## src/rtl/mwc_rng_pkg.sv

```systemverilog
package mwc_rng_pkg;

  localparam int RNG_WIDTH  = 32;
  localparam int LANE_COUNT = 2;

  // lane index 0 is z, lane index 1 is w
  localparam int LANE_Z = 0;
  localparam int LANE_W = 1;

  localparam logic [RNG_WIDTH-1:0] LANE_MULT [LANE_COUNT] =
    '{32'd36969, 32'd18000};
  localparam logic [RNG_WIDTH-1:0] LANE_RESET [LANE_COUNT] =
    '{32'h80FD5AF2, 32'h23E866ED};
  localparam logic [RNG_WIDTH-1:0] LANE_ZERO_SUB [LANE_COUNT] =
    '{32'd31337, 32'd1337};

  typedef struct packed {
    logic loadSeed;
    logic advance;
  } rngStrobe_t;

endpackage

```

## src/rtl/mwc_lane.sv

```systemverilog
module mwc_lane #(
  parameter int WIDTH = 32,
  parameter logic [WIDTH-1:0] MULT = '1,
  parameter logic [WIDTH-1:0] RESET_VAL = '1,
  parameter logic [WIDTH-1:0] ZERO_SUB = '1
) (
  input  logic             clk,
  input  logic             rstN,
  input  logic             loadEn,
  input  logic             stepEn,
  input  logic [WIDTH-1:0] loadVal,
  output logic [WIDTH-1:0] stateQ,
  output logic [WIDTH-1:0] stateNext
);
  localparam int HALF = WIDTH / 2;

  logic [WIDTH-1:0] lowExt;
  logic [WIDTH-1:0] highExt;
  logic [WIDTH-1:0] product;
  logic [WIDTH-1:0] loadFixed;

  always_comb begin
    lowExt    = {{(WIDTH-HALF){1'b0}}, stateQ[HALF-1:0]};
    highExt   = {{HALF{1'b0}}, stateQ[WIDTH-1:HALF]};
    product   = MULT * lowExt;
    stateNext = product + highExt;
    loadFixed = (loadVal == '0) ? ZERO_SUB : loadVal;
  end

  always_ff @(posedge clk) begin
    if (!rstN) begin
      stateQ <= RESET_VAL;
    end else if (loadEn) begin
      stateQ <= loadFixed;
    end else if (stepEn) begin
      stateQ <= stateNext;
    end
  end

  // a lane never holds zero
  a_r9_lane_nonzero: assert property (@(posedge clk) disable iff (!rstN)
    stateQ != '0);

  // state held when neither load nor step
  a_r8_lane_hold: assert property (@(posedge clk) disable iff (!rstN)
    (!loadEn && !stepEn) |=> $stable(stateQ));

endmodule

```

## src/rtl/mwc_rng_ctrl.sv

```systemverilog
module mwc_rng_ctrl
  import mwc_rng_pkg::*;
(
  input  logic       clk,
  input  logic       rstN,
  input  logic       seedLoad,
  input  logic       stepReq,
  output rngStrobe_t strobe,
  output logic       validQ
);

  always_comb begin
    strobe.loadSeed = seedLoad;
    strobe.advance  = stepReq & ~seedLoad;
  end

  always_ff @(posedge clk) begin
    if (!rstN) begin
      validQ <= 1'b0;
    end else begin
      validQ <= strobe.advance;
    end
  end

  // a seed load never yields a valid word
  a_r7_load_beats_step: assert property (@(posedge clk) disable iff (!rstN)
    seedLoad |=> !validQ);

  // a valid pulse follows a requested step
  a_r6_valid_follows_step: assert property (@(posedge clk) disable iff (!rstN)
    (stepReq && !seedLoad) |=> validQ);

  // no request, no valid
  a_r8_idle_no_valid: assert property (@(posedge clk) disable iff (!rstN)
    !stepReq |=> !validQ);

endmodule

```

## src/rtl/mwc_rng_datapath.sv

```systemverilog
module mwc_rng_datapath
  import mwc_rng_pkg::*;
#(
  parameter int WIDTH = RNG_WIDTH
) (
  input  logic             clk,
  input  logic             rstN,
  input  rngStrobe_t       strobe,
  input  logic [WIDTH-1:0] seedIn,
  output logic [WIDTH-1:0] rndQ
);
  localparam int HALF = WIDTH / 2;

  logic [WIDTH-1:0] laneLoad  [LANE_COUNT];
  logic [WIDTH-1:0] laneState [LANE_COUNT];
  logic [WIDTH-1:0] laneNext  [LANE_COUNT];
  logic [WIDTH-1:0] mixedWord;

  always_comb begin
    laneLoad[LANE_Z] = ~seedIn;
    laneLoad[LANE_W] = seedIn ^ (seedIn << HALF);
  end

  for (genvar g = 0; g < LANE_COUNT; g++) begin : gLane
    mwc_lane #(
      .WIDTH    (WIDTH),
      .MULT     (WIDTH'(LANE_MULT[g])),
      .RESET_VAL(WIDTH'(LANE_RESET[g])),
      .ZERO_SUB (WIDTH'(LANE_ZERO_SUB[g]))
    ) uLane (
      .clk      (clk),
      .rstN     (rstN),
      .loadEn   (strobe.loadSeed),
      .stepEn   (strobe.advance),
      .loadVal  (laneLoad[g]),
      .stateQ   (laneState[g]),
      .stateNext(laneNext[g])
    );
  end

  assign mixedWord = (laneNext[LANE_Z] << HALF) + laneNext[LANE_W];

  always_ff @(posedge clk) begin
    if (!rstN) begin
      rndQ <= '0;
    end else if (strobe.advance) begin
      rndQ <= mixedWord;
    end
  end

  // output word held between steps
  a_r8_out_hold: assert property (@(posedge clk) disable iff (!rstN)
    !strobe.advance |=> $stable(rndQ));

  // a load moves both lanes together with no output update
  a_r7_load_no_output: assert property (@(posedge clk) disable iff (!rstN)
    strobe.loadSeed |=> $stable(rndQ));

endmodule

```

## src/rtl/mwc_rng.sv

```systemverilog
module mwc_rng
  import mwc_rng_pkg::*;
(
  input  logic        clk,
  input  logic        rstN,
  input  logic        seedLoad,
  input  logic [31:0] seedIn,
  input  logic        stepReq,
  output logic [31:0] rndOut,
  output logic        rndValid
);

  rngStrobe_t strobe;

  mwc_rng_ctrl uCtrl (
    .clk     (clk),
    .rstN    (rstN),
    .seedLoad(seedLoad),
    .stepReq (stepReq),
    .strobe  (strobe),
    .validQ  (rndValid)
  );

  mwc_rng_datapath #(.WIDTH(RNG_WIDTH)) uData (
    .clk   (clk),
    .rstN  (rstN),
    .strobe(strobe),
    .seedIn(seedIn),
    .rndQ  (rndOut)
  );

endmodule

```

## config.mk

```make
export PLATFORM = sky130hd
export DESIGN_NAME = mwc_rng
export DESIGN_NICKNAME = d
export VERILOG_FILES = /design/src/rtl/mwc_rng_pkg.sv /design/src/rtl/mwc_lane.sv /design/src/rtl/mwc_rng_ctrl.sv /design/src/rtl/mwc_rng_datapath.sv /design/src/rtl/mwc_rng.sv
export SDC_FILE = /design/constraint.sdc
export NUM_CORES = 1
export LEC_CHECK = 0
export ABC_AREA = 1
export BUFFER_PORTS_ARGS = -buffer_cell sky130_fd_sc_hd__buf_4
export CORE_UTILIZATION = 30
export CTS_CLUSTER_DIAMETER = 120
export CTS_CLUSTER_SIZE = 40
export DETAILED_ROUTE_END_ITERATION = 10
export PLACE_DENSITY = 0.43
export SYNTH_ARGS = -nofsm -noshare
export SYNTH_HDL_FRONTEND = slang
export SYNTH_HIERARCHICAL = 1
export SYNTH_SLANG_ARGS = --single-unit
```

## constraint.sdc

```tcl
create_clock -name clk -period 10 [get_ports clk]
set_clock_uncertainty 0.05 [all_clocks]
set_input_delay 1 -clock clk [delete_from_list [all_inputs] [get_ports clk]]
set_output_delay 1 -clock clk [all_outputs]
set_load 0.005 [all_outputs]
```

==> After elaboration in Yosys (flattened, before gate mapping) <==
Index checks and enable logic that the tools add are counted.
{ "op_classes": {"add_sub_neg": 3, "n_reduce_logical": 3, "n_mul": 2, "n_mux": 6, "n_bitwise": 4} }
{ "ops": {"columns": ["operator", "count"], "rows": [
  ["$mux 32", 6],
  ["$logic_not 32->1", 2],
  ["$add 31x16->32", 1],
  ["$add 32x16->32", 1],
  ["$add 32x32->32", 1],
  ["$mul 16x16->32 const A", 1],
  ["$not 32->32", 1],
  ["$xor 32x32->32", 1],
  ["$mul 11x16->27 const A", 1],
  ["$reduce_bool 2->1", 1],
  ["$and 1x1->1", 1],
  ["$not 1->1", 1]
]} }
{ "word_totals": {"ff_bits": 97, "elab_cells": 22} }

==> Logic depth before layout (Yosys ltp) <==
{ "depth": {"depth_word": 4, "ltp_mapped": 38, "ltp_nobuf": 38} }

==> Modules after synthesis <==
The synthesis kept the hierarchy.
{ "modules_own_cells": {"columns": ["module", "area_each_um2", "instances", "cells_each"], "rows": [
  ["mwc_lane at uData.gLane[0].uLane", 6496.2, 1, 888],
  ["mwc_lane at uData.gLane[1].uLane", 6085.8, 1, 884],
  ["mwc_rng_datapath", 2351.0, 1, 383],
  ["mwc_rng_ctrl", 51.3, 1, 7]
]} }

==> Least setup slack after synthesis <==
OpenSTA, ideal clock, no wires.
{ "synth_path": {"path_type": "reg-to-reg", "startpoint": "register uData.gLane[1].uLane.stateQ[5]", "endpoint": "register uData.rndQ[29]", "t_required_ns": 9.841, "arrival_time_ns": 5.698, "synth_period_minus_slack_ns": 5.856, "stages_incl_launch_ff": 37, "setup_time_ns": 0.109, "path_buffers": 0, "slack_ns": 4.144, "cell_sequence": "dfxtp_1 -> ha_1 -> ha_1 -> ha_1 -> fa_1 -> inv_1 -> fa_1 -> inv_1 -> ha_1 -> nand2_2 -> inv_1 -> a21oi_1 -> nand2_1 -> xor2_1 -> ha_1 -> nand2_1 -> nor2_1 -> nand2_1 -> nor2_1 -> nand3b_1 -> nand3_4 -> nor2_4 -> nand3_2 -> inv_1 -> nand3_1 -> and2_1 -> ha_1 -> nand2_1 -> inv_1 -> nand2_1 -> nand2_1 -> a21oi_1 -> nand2_1 -> nand2_1 -> nand3_1 -> nand2_1 -> inv_1"} }
{ "synth_rtl": {"columns": ["item", "line_no", "text"], "rows": [
  ["from (decl)", "mwc_lane.sv:12", "output logic [WIDTH-1:0] stateQ,"],
  ["from (signal assigned)", "mwc_lane.sv:34", "stateQ <= loadFixed;"],
  ["from (signal assigned)", "mwc_lane.sv:36", "stateQ <= stateNext;"],
  ["to (signal assigned)", "mwc_rng_datapath.sv:47", "rndQ <= mixedWord;"],
  ["to (decl)", "mwc_rng_datapath.sv:10", "output logic [WIDTH-1:0] rndQ"]
]} }

==> flow_metrics.tcl <==
set metrics [dict create \
    fmax_ghz 0.147 \
    multi_input_area_um2 11100 \
    critical_path.max_fanout 6 \
    final_nets 2591 \
    htree_num_levels 3 \
    crit_arrival_ns 7.02 \
    min_path_cells 2 \
    cts_buffers 9 \
    ant_nets 0 \
    ctsResizeCount 0 \
    ios 69 \
    place_area_um2 16100 \
    post_cts_buffers 0 \
    dp_hpwl_um 43800 \
    start_util 0.304 \
    synth.avg_cell_area_um2 6.93 \
    fin_crit_sh 0.679 \
    synth.yosys.warnings 6 \
    min_path_type "flip-flop to flip-flop" \
    overflow 0 \
    criticalPathCategory "flip-flop to flip-flop" \
    final_cells 2867 \
    maxCapViolations 0 \
    tightest_slew_ns 1.03 \
    syn_nets 2540 \
    dieArea_um2 50500 \
    placedCellCount 2851 \
    startpoint_type "flip-flop" \
    grt_pass1_wl_um 78900 \
    clk_pin_slew_worst_paths_ns 0.09 \
    maxSlewHeadroom 0.312 \
    worst_ep_required_time_ns 10.23 \
    cts_tree "done" \
    grt_max_degree 60 \
    routedWlPerCell_um 17.8 \
    netlist_area_um2 14900 \
    drc 0 \
    rows 81 \
    final_common_cell "nand2_1" \
    syn_inst 2147 \
    rsz0062_at_grt "no" \
    setup_viol 0 \
    wirelength_um 51100 \
    grt_pass1_vias 13400 \
    ctsHoldBuffers 0 \
    drt_iter0_markers 815 \
    cts_buffer_depth 2 \
    drive_above_1_share 0.0967 \
    drv_slew 0 \
    post-place-ws_ns 3.34 \
    final-seq-area_um2 1940 \
    r2r_end "uData/rndQ[31]$_SDFFE_PN0P_" \
    finalHoldViolations 0 \
    dieHeight_um 225 \
    insertion_delay_ns 0.39 \
    end_kind "flip-flop" \
    clkSinkCount 97 \
    via_per_inst 4.74 \
    final_cell_mix "nand2_1 (525), inv_1 (427), ha_1 (268)" \
    slowest_stage "fa_1" \
    area_growth_pct 10.3 \
    core_um2 49000 \
    gp_congestion 0.892 \
    n_fill_cell 5373 \
    clockRootBuffer "clkbuf_16" \
    path_common_cell "nand2_1" \
    setup.worst_path.end "uData/rndQ[31]$_SDFFE_PN0P_" \
    fin_crit_ns 6.79 \
    r2r_cells 35 \
    worst_path_largest_cell_delay_ns 0.56 \
    grt_usage 0.208 \
    die_w_um 225 \
    antenna_found_initial 0 \
    port_buffers 68 \
    status "complete, no violations" \
    crit_start "uData/gLane[1].uLane/stateQ[5]$_SDFFE_PN1P_" \
    antenna_cells 0 \
    regToRegSetupSlack_ns 3.21 \
    num_vias 13600 \
    fin_area_um2 16400 \
    fin_ws_ns 3.21 \
    timing.rr.start "uData/gLane[1].uLane/stateQ[5]$_SDFFE_PN1P_" \
    tns_ns 0 \
    dr.pass1.iters 6 \
]
metal layers:
layer | GRT usage | vias up | share of wire
met1 | 0.311 | 6374 | 0.53
li1 | - | 6848 | -
met3 | 0.0419 | 35 | 0.061
met2 | 0.309 | 333 | 0.40
met5 | 0 | - | 0
met4 | 0.0364 | 0 | 0.013
final cells by class:
| cell class | instances | area share |
|---|---|---|
| multi-input combinational | 1567 | 0.676 |
| tap | 664 | 0.0506 |
| clock buffer | 9 | 0.0137 |
| timing repair buffer | 73 | 0.0334 |
| inverter | 450 | 0.103 |
| clock inverter | 7 | 0.00511 |
| sequential | 97 | 0.118 |
flip-flops by register name, summed over array words and instances (netlist names):
signal and flops:
uCtrl/validQ 1, uData/gLane.uLane/stateQ 64, uData/rndQ 32
worst min path at each step:
stage          slack, ns                                      endpoint                                          from
4_1_cts             0.44  uData/gLane[1].uLane/stateQ[19]$_SDFFE_PN1P_  uData/gLane[1].uLane/stateQ[19]$_SDFFE_PN1P_
3_5_place_dp        0.43  uData/gLane[1].uLane/stateQ[19]$_SDFFE_PN1P_  uData/gLane[1].uLane/stateQ[19]$_SDFFE_PN1P_
6_report            0.44  uData/gLane[1].uLane/stateQ[19]$_SDFFE_PN1P_  uData/gLane[1].uLane/stateQ[19]$_SDFFE_PN1P_
3_3_place_gp        0.42  uData/gLane[1].uLane/stateQ[29]$_SDFFE_PN1P_  uData/gLane[1].uLane/stateQ[29]$_SDFFE_PN1P_
2_1_floorplan       0.40  uData/gLane[1].uLane/stateQ[22]$_SDFFE_PN1P_  uData/gLane[1].uLane/stateQ[22]$_SDFFE_PN1P_
5_1_grt             0.47                   uData/rndQ[16]$_SDFFE_PN0P_                   uData/rndQ[16]$_SDFFE_PN0P_
worst max-delay path: cells and delay by family (launching register included):
kind,cells,cell delay (ns)
AOI/OAI and AO/OA,1,0.18
xor gates and xnor gates,2,0.54
adders and majority gates,8,3.10
buffers and inverters,4,0.25
DFF,1,0.51
and+or+nand+nor,20,2.05
stage by stage:
step                      hold slack [ns]   util
after floorplan                     0.397      -
after global placement              0.424  0.329
after detailed placement            0.427  0.329
after CTS                           0.443  0.335
after global routing                0.473  0.335
final                               0.438  0.335
Power is not shown: default switching activity piles up to over one toggle a cycle in this logic, so the estimate is an artifact.
